### src/rtl/framer_pkg.sv
package framer_pkg;
    typedef enum logic [1:0] {
        S_IDLE  = 2'd0,
        S_SHIFT = 2'd1,
        S_DONE  = 2'd2
    } fr_state_t;

    localparam int STAT_W   = 8;
    localparam int CHF_W    = 4;
    localparam int POS_RDY  = 7;
    localparam int POS_ERR  = 6;
    localparam int POS_RSV  = 5;
    localparam int POS_PAR  = 4;
endpackage

### src/rtl/result_hold.sv
module result_hold #(
    parameter int DATA_W = 24,
    parameter int CHAN_W = 4
) (
    input  logic              clk,
    input  logic              rst_n,
    input  logic              conv_valid,
    input  logic [DATA_W-1:0] conv_word,
    input  logic [CHAN_W-1:0] conv_chan,
    input  logic              conv_err,
    input  logic              take,
    output logic [DATA_W-1:0] hold_word,
    output logic [CHAN_W-1:0] hold_chan,
    output logic              hold_err,
    output logic              rdy_n
);
    always_ff @(posedge clk or negedge rst_n) begin
        if (!rst_n) begin
            hold_word <= '0;
            hold_chan <= '0;
            hold_err  <= 1'b0;
            rdy_n     <= 1'b1;
        end else begin
            if (conv_valid) begin
                hold_word <= conv_word;
                hold_chan <= conv_chan;
                hold_err  <= conv_err;
                rdy_n     <= 1'b0;
            end else if (take) begin
                rdy_n     <= 1'b1;
            end
        end
    end
endmodule

### src/rtl/frame_builder.sv
module frame_builder
    import framer_pkg::*;
#(
    parameter int DATA_W  = 24,
    parameter int CHAN_W  = 4,
    localparam int FRAME_W = DATA_W + STAT_W,
    localparam int CNT_W   = $clog2(FRAME_W)
) (
    input  logic [DATA_W-1:0]  word,
    input  logic [CHAN_W-1:0]  chan,
    input  logic               err,
    input  logic               rdy_n,
    input  logic               append_status,
    input  logic               parity_en,
    output logic [FRAME_W-1:0] frame,
    output logic [CNT_W-1:0]   len_m1
);
    logic [STAT_W-1:0] stat_base;
    logic [STAT_W-1:0] stat_byte;
    logic              par_bit;

    always_comb begin
        stat_base          = '0;
        stat_base[POS_RDY] = rdy_n;
        stat_base[POS_ERR] = err;
        stat_base[POS_RSV] = 1'b0;
        stat_base[CHF_W-1:0] = CHF_W'(chan);
        par_bit   = (append_status && parity_en) ? ^{word, stat_base} : 1'b0;
        stat_byte = stat_base;
        stat_byte[POS_PAR] = par_bit;
        if (append_status) begin
            frame  = {word, stat_byte};
            len_m1 = CNT_W'(FRAME_W - 1);
        end else begin
            frame  = {word, {STAT_W{1'b0}}};
            len_m1 = CNT_W'(DATA_W - 1);
        end
    end
endmodule

### src/rtl/shift_unit.sv
module shift_unit
    import framer_pkg::*;
#(
    parameter int FRAME_W = 32,
    localparam int CNT_W  = $clog2(FRAME_W)
) (
    input  logic               clk,
    input  logic               rst_n,
    input  logic               start,
    input  logic               shift_en,
    input  logic [FRAME_W-1:0] load_frame,
    input  logic [CNT_W-1:0]   load_len_m1,
    output logic               take,
    output logic               sdo,
    output logic               busy,
    output logic               frame_done
);
    fr_state_t          state_q, state_d;
    logic [FRAME_W-1:0] sreg_q;
    logic [CNT_W-1:0]   cnt_q;

    always_comb begin
        state_d = state_q;
        unique case (state_q)
            S_IDLE:  if (start) state_d = S_SHIFT;
            S_SHIFT: if (shift_en && cnt_q == '0) state_d = S_DONE;
            S_DONE:  state_d = S_IDLE;
            default: state_d = S_IDLE;
        endcase
    end

    always_ff @(posedge clk or negedge rst_n) begin
        if (!rst_n) state_q <= S_IDLE;
        else        state_q <= state_d;
    end

    always_ff @(posedge clk or negedge rst_n) begin
        if (!rst_n) begin
            sreg_q <= '0;
            cnt_q  <= '0;
        end else if (state_q == S_IDLE && start) begin
            sreg_q <= load_frame;
            cnt_q  <= load_len_m1;
        end else if (state_q == S_SHIFT && shift_en) begin
            sreg_q <= {sreg_q[FRAME_W-2:0], 1'b0};
            if (cnt_q != '0) cnt_q <= cnt_q - 1'b1;
        end
    end

    always_comb begin
        take       = 1'b0;
        sdo        = 1'b0;
        busy       = 1'b0;
        frame_done = 1'b0;
        unique case (state_q)
            S_IDLE:  take = start;
            S_SHIFT: begin
                busy = 1'b1;
                sdo  = sreg_q[FRAME_W-1];
            end
            S_DONE:  frame_done = 1'b1;
            default: ;
        endcase
    end
endmodule

### src/rtl/readout_framer.sv
module readout_framer
    import framer_pkg::*;
#(
    parameter int DATA_W  = 24,
    parameter int CHAN_W  = 4,
    localparam int FRAME_W = DATA_W + STAT_W,
    localparam int CNT_W   = $clog2(FRAME_W)
) (
    input  logic              clk,
    input  logic              rst_n,
    input  logic              conv_valid,
    input  logic [DATA_W-1:0] conv_word,
    input  logic [CHAN_W-1:0] conv_chan,
    input  logic              conv_err,
    input  logic              append_status,
    input  logic              parity_en,
    input  logic              start,
    input  logic              shift_en,
    output logic              sdo,
    output logic              busy,
    output logic              frame_done,
    output logic              rdy_n
);
    logic [DATA_W-1:0]  h_word;
    logic [CHAN_W-1:0]  h_chan;
    logic               h_err;
    logic               take;
    logic [FRAME_W-1:0] frame;
    logic [CNT_W-1:0]   len_m1;

    result_hold #(.DATA_W(DATA_W), .CHAN_W(CHAN_W)) u_hold (
        .clk(clk), .rst_n(rst_n), .conv_valid(conv_valid),
        .conv_word(conv_word), .conv_chan(conv_chan), .conv_err(conv_err),
        .take(take), .hold_word(h_word), .hold_chan(h_chan),
        .hold_err(h_err), .rdy_n(rdy_n)
    );

    frame_builder #(.DATA_W(DATA_W), .CHAN_W(CHAN_W)) u_build (
        .word(h_word), .chan(h_chan), .err(h_err), .rdy_n(rdy_n),
        .append_status(append_status), .parity_en(parity_en),
        .frame(frame), .len_m1(len_m1)
    );

    shift_unit #(.FRAME_W(FRAME_W)) u_shift (
        .clk(clk), .rst_n(rst_n), .start(start), .shift_en(shift_en),
        .load_frame(frame), .load_len_m1(len_m1), .take(take),
        .sdo(sdo), .busy(busy), .frame_done(frame_done)
    );
endmodule

### config.mk
export PLATFORM = sky130hd
export DESIGN_NAME = readout_framer
export DESIGN_NICKNAME = d
export VERILOG_FILES = /design/src/rtl/framer_pkg.sv /design/src/rtl/result_hold.sv /design/src/rtl/frame_builder.sv /design/src/rtl/shift_unit.sv /design/src/rtl/readout_framer.sv
export SDC_FILE = /design/constraint.sdc
export NUM_CORES = 1
export LEC_CHECK = 0
export BUFFER_PORTS_ARGS = -buffer_cell sky130_fd_sc_hd__buf_2
export CELL_PAD_IN_SITES_DETAIL_PLACEMENT = 2
export CELL_PAD_IN_SITES_GLOBAL_PLACEMENT = 2
export CORE_ASPECT_RATIO = 1.25
export CORE_MARGIN = 4
export CORE_UTILIZATION = 34
export CTS_CLUSTER_DIAMETER = 100
export DETAILED_ROUTE_END_ITERATION = 10
export PLACE_DENSITY_LB_ADDON = 0.1
export SLEW_MARGIN = 20
export SYNTH_ARGS = -nofsm -noshare
export SYNTH_HDL_FRONTEND = slang
export SYNTH_SLANG_ARGS = --single-unit
### constraint.sdc
create_clock -name clk -period 4.9 [get_ports clk]
set_input_delay 1.225 -clock clk [delete_from_list [all_inputs] [get_ports clk]]
set_output_delay 1.225 -clock clk [all_outputs]
set_load 0.02 [all_outputs]
Word level (Yosys, flattened, before mapping)

Index checks and enable logic that the tools add are counted.

Output and inout bits: 4
Flip-flop bits (word level): 69
Bits of input ports: 36

Equal/unequal tests: 4
Reductions and logical operators: 13
Mux-type cells: 17
Add/subtract/negate cells: 1

Operator list:

| operator                                                                 | count |
|---|---|
| 32-bit two-way mux                                                       | 2 |
| 32-bit XOR reduction                                                     | 1 |
| 5-bit two-way mux                                                        | 3 |
| 8-bit two-way mux                                                        | 1 |
| 1-bit two-way mux                                                        | 7 |
| 2-bit nonzero test                                                       | 3 |
| 5-bit logical NOT                                                        | 1 |
| 5-bit nonzero test                                                       | 1 |
| 5-bit by 1-bit subtractor with 5-bit output (second input constant)      | 1 |
| 1-bit logical AND                                                        | 4 |
| 2-bit two-way mux                                                        | 2 |
| 4-bit two-way mux                                                        | 1 |
| 2-bit one-hot mux with 2 select lines                                    | 1 |
| 2-bit AND reduction                                                      | 2 |
| 2-bit by 1-bit == test with 1-bit output (second input constant)         | 1 |
| 2-bit == test (second input constant)                                    | 1 |
| 2-bit logical NOT                                                        | 1 |
| 2-bit by 1-bit inequality test with 1-bit output (second input constant) | 1 |
| 2-bit inequality test (second input constant)                            | 1 |

Logic depth before layout (Yosys ltp)

Word-level depth: 4
Gate-level depth with buffers: 7
Depth with buffers taken out: 7

Hierarchy

From an unflattened synthesis, not the netlist that was laid out.

Cell total of the unflattened synthesis: 311
Area total of the unflattened synthesis: 3590.9 um^2

Modules (own cells, without submodules):

| module        | area each (um^2) | cells each | seq. area each (um^2) | times used |
|---|---|---|---|---|
| shift_unit    | 1806.7           | 183        | 975.9                 | 1 |
| result_hold   | 1231.2           | 63         | 752.0                 | 1 |
| frame_builder | 553.0            | 65         | 0.0                   | 1 |

Worst setup path after synthesis

Ideal clock, no wire load.

Path type: register to output
From: register u_shift.state_q[1]
To: output sdo
Buffers on the path: 0
Setup slack: 2.597 ns
Arrival: 1.078 ns
Data required time: 3.675 ns
Cell stages (with the launch flop): 3
Cells stage by stage: dfrtp_1 -> nor2b_1 -> and2_1

Word-level cells in the longest chain between the ends: 2

RTL lines:

| item                                     | line                 | source |
|---|---|---|
| start, declared                          | shift_unit.sv:18     | `fr_state_t state_q, state_d;` |
| start signal, assigned                   | shift_unit.sv:34     | `else state_q <= state_d;` |
| 2-bit by 1-bit == test with 1-bit output | shift_unit.sv:55     | `unique case (state_q)` |
| 1-bit two-way mux                        | shift_unit.sv:55     |  |
| end, declared                            | readout_framer.sv:19 | `output logic sdo,` |

No other way between the ends.

Worst setup path in the final report

From: input shift_en
To: register u_shift.cnt_q[3]

Word-level cells in the longest chain between the ends: 3

RTL lines:

| item                                 | line                 | source |
|---|---|---|
| start, declared                      | readout_framer.sv:18 | `input logic shift_en,` |
| 1-bit logical AND                    | shift_unit.sv:44     | `end else if (state_q == S_SHIFT && shift_en) begin` |
| 2-bit nonzero test (no source line)  | -                    |  |
| 2-bit AND reduction (no source line) | -                    |  |
| end signal, assigned                 | shift_unit.sv:43     | `cnt_q <= load_len_m1;` |
| end signal, assigned                 | shift_unit.sv:46     | `if (cnt_q != '0) cnt_q <= cnt_q - 1'b1;` |
| end, declared                        | shift_unit.sv:20     | `logic [CNT_W-1:0] cnt_q;` |

No other way between the ends.
A chain may end at the register's enable or synchronous reset.

==> run metrics <==
CP Cell Sequence buf_2 -> and3b_1 -> nand2_1 -> nor4_1 -> xnor2_1 -> a21oi_1; Finished Cell Area 3550 µm²; Post-route DRC 0; Die Wd 92.6 µm; Fin Setup TNS 0 ps; crit end category flip-flop; clk sinks 69; pwr/cell area 506 nW/µm²; Routed Antenna Nets 0; Yosys Warn Count 0; Seq cells post-synth 69; Hold Crit Class reg -> reg; area of the multi-input gates 1250 µm²; number of cell rows 38; Die Y 114 µm; final worst slack 2360 ps; grt ovf 0; Pre-antenna DRT Iters 4; routed wire length 7280 µm; CTS Root Cell clkbuf_8; Rel. slew slack 50.7%; Final Critical Period 2540 ps; VDD IR max 180 µV; postcts setup bufs 0; vias in the first global route 2463; CP Launch Point shift_en; WHS Path Cells 2; Total Power 1790 µW; Iteration-0 DRC Markers 51; CTS Buffer Depth 2; Max Clock Skew 6.19 ps; Slew @ Worst Pin 740 ps; Reg-to-Reg Start u_shift.state_q[1]; antenna violations before repair 0; Total Nets Final 348; Worst-Skew Late Latency 350 ps; Synth Instances 270; Routed WL per cell 16.7 µm; DR vias 2163; Worst Path Arrival 2750 ps; Post-Place Setup Slack 2010 ps; Worst Reg-to-Reg Cells 5; RSZ-0062 raised after global routing false; Post-Syn Area 3040 µm²; layout cells sized above 1 27.9%; Num CTS Buffers 9; syn_nets 307; sequential share of the synthesized area 56.8%; post-synth top area share 55.9%; static leakage 0.00155 µW; final hold vios 0; CTS tree yes; Placer Congestion 0.719; # setup viols final 0; CP peak stage delay 630 ps; status finished, final reports clean; Starting Density 35.0%; Clk pin slew, worst setup/hold paths 70 ps; max-slew violation count 0; mean post-synth cell area 11.3 µm²; gr usage total 15.3%; crit path max fanout 17; vias per cell 4.97; Distinct cells, synth 30; core region area 8700 µm²; hold_sp u_shift.cnt_q[4]; crit share post-route 51.8%; Inserted Diodes 0; htree depth 3; IO Pins 40; number of max-cap violations 0; sequential cell area 1730 µm²; Synth area leader dfrtp_1; count of buffers from port buffering 39; most area-consuming cells after synthesis dfrtp_1 (56%), mux2_2 (11%), xnor2_1 (6.6%); die area 10500 µm²; CP max stage cell and3b_1; largest net degree at the start of global routing 42; DP Wirelength 4900 µm; first-pass GRT wire length 12400 µm; hold buffers post-CTS 0; synthesis-to-layout area growth 16.5%; post-CTS resize count 0; startpoint types input pin; Max Clock Freq 394 MHz; CP Data Required Time 5110 ps; layout filler cell count 951; Setup CP Type in -> reg; Area after DPL 3370 µm²
## state kept, by name, summed over array words and instances, names as in the netlist
name              count
u_shift.state_q       2
u_shift.sreg_q       32
u_hold.hold_word     24
u_shift.cnt_q         5
u_hold.hold_chan      4
u_hold.rdy_n          1
u_hold.hold_err       1
## layout by cell type (no fill, tap or decap), types with 2 or more instances in the layout
cell / synthesis / routed
mux2_2: 29 / 29
clkbuf_8: 0 / 12
and2_1: 2 / 2
dfrtp_1: 68 / 68
nor2b_1: 2 / 2
inv_1: 3 / 3
nand3_1: 2 / 2
a21oi_1: 6 / 6
clkbuf_1: 10 / 2
o22ai_1: 20 / 20
nor2_1: 45 / 45
xnor2_1: 23 / 23
nand2_1: 29 / 29
a31oi_1: 6 / 6
a22oi_1: 5 / 5
buf_2: 2 / 39
buf_4: 0 / 4
o21ai_0: 2 / 2
xnor3_1: 3 / 3
## per-stage QoR
stage	cells	hold WS, ps	utilization (%)
global route	435	522	40.8
floorplan	270	438	-
CTS	435	491	40.8
global placement	420	451	38.7
detailed placement	420	473	38.7
finish	435	477	40.8
## metal layers
layer / share of wire (%) / global-route usage [%] / wire length [µm]
met5: 0 / 0 / 0
met4: 1.7 / 6.16 / 124
met3: 3.4 / 3.76 / 251
met2: 50 / 25.8 / 3640
met1: 45 / 18.8 / 3270
## area by class of cell
type                            count  share of cell area (%)
Clock buffer                       14                    4.87
Multi-Input combinational cell    185                    35.4
Timing Repair Buffer               43                    6.35
Sequential cell                    69                    48.7
Clock inverter                      1                   0.141
Tap cell                          120                    4.23
Inverter                            3                   0.318
## cells by family after synthesis
family / Yosys count / share of synthesized area, %
AO/OA/AOI/OAI: 42 / 8.76
XOR/XNOR: 28 / 9.66
adder cells (fa/ha/maj): 1 / 0.411
buffers and inverters: 16 / 2.06
flip-flops: 69 / 56.8
multiplexers: 30 / 11.1
AND/OR/NAND/NOR: 84 / 11.3
## cells in the mapped netlist (all sizes together)
master and number:
o22ai 20, ha 1, dfstp 1, buf 3
nor4 1, xnor3 3, clkbuf 10, xnor2 24
inv 3, nand2 29, nor2b 2, a22oi 5
a21oi 6, nor2 45, or4b 1, dfrtp 68
a31oi 6, o211ai 1, a22o 1, xor2 1
a32o 1, and2 2, and3 1, mux2 29
nand3 2, and3b 1, mux2i 1, o21ai 2
## final timing paths
kind,end,slack (ps)
worst max-delay path,u_shift.cnt_q[3],2360
worst min-delay path,u_shift.cnt_q[4],480
worst max register to register,u_shift.cnt_q[3],2870
worst min register to register,u_shift.cnt_q[4],480
max in group asynchronous,u_shift.sreg_q[15],2990
min in group asynchronous,u_hold.hold_word[6],910
## power by group
part	total [µW]	switching [µW]	internal (µW)
registers	852	114	738
logic	508	252	256
clock network	433	211	222
total	1790	577	1220
## worst max-delay path: cells and delay by family
kind	cells	cell delay [ps]
AOI/OAI and AO/OA	1	80
and+or+nand+nor	3	1170
xor gates and xnor gates	1	160
buffers and inverters	1	100
Note: power is estimated with default switching activity, not from simulation.
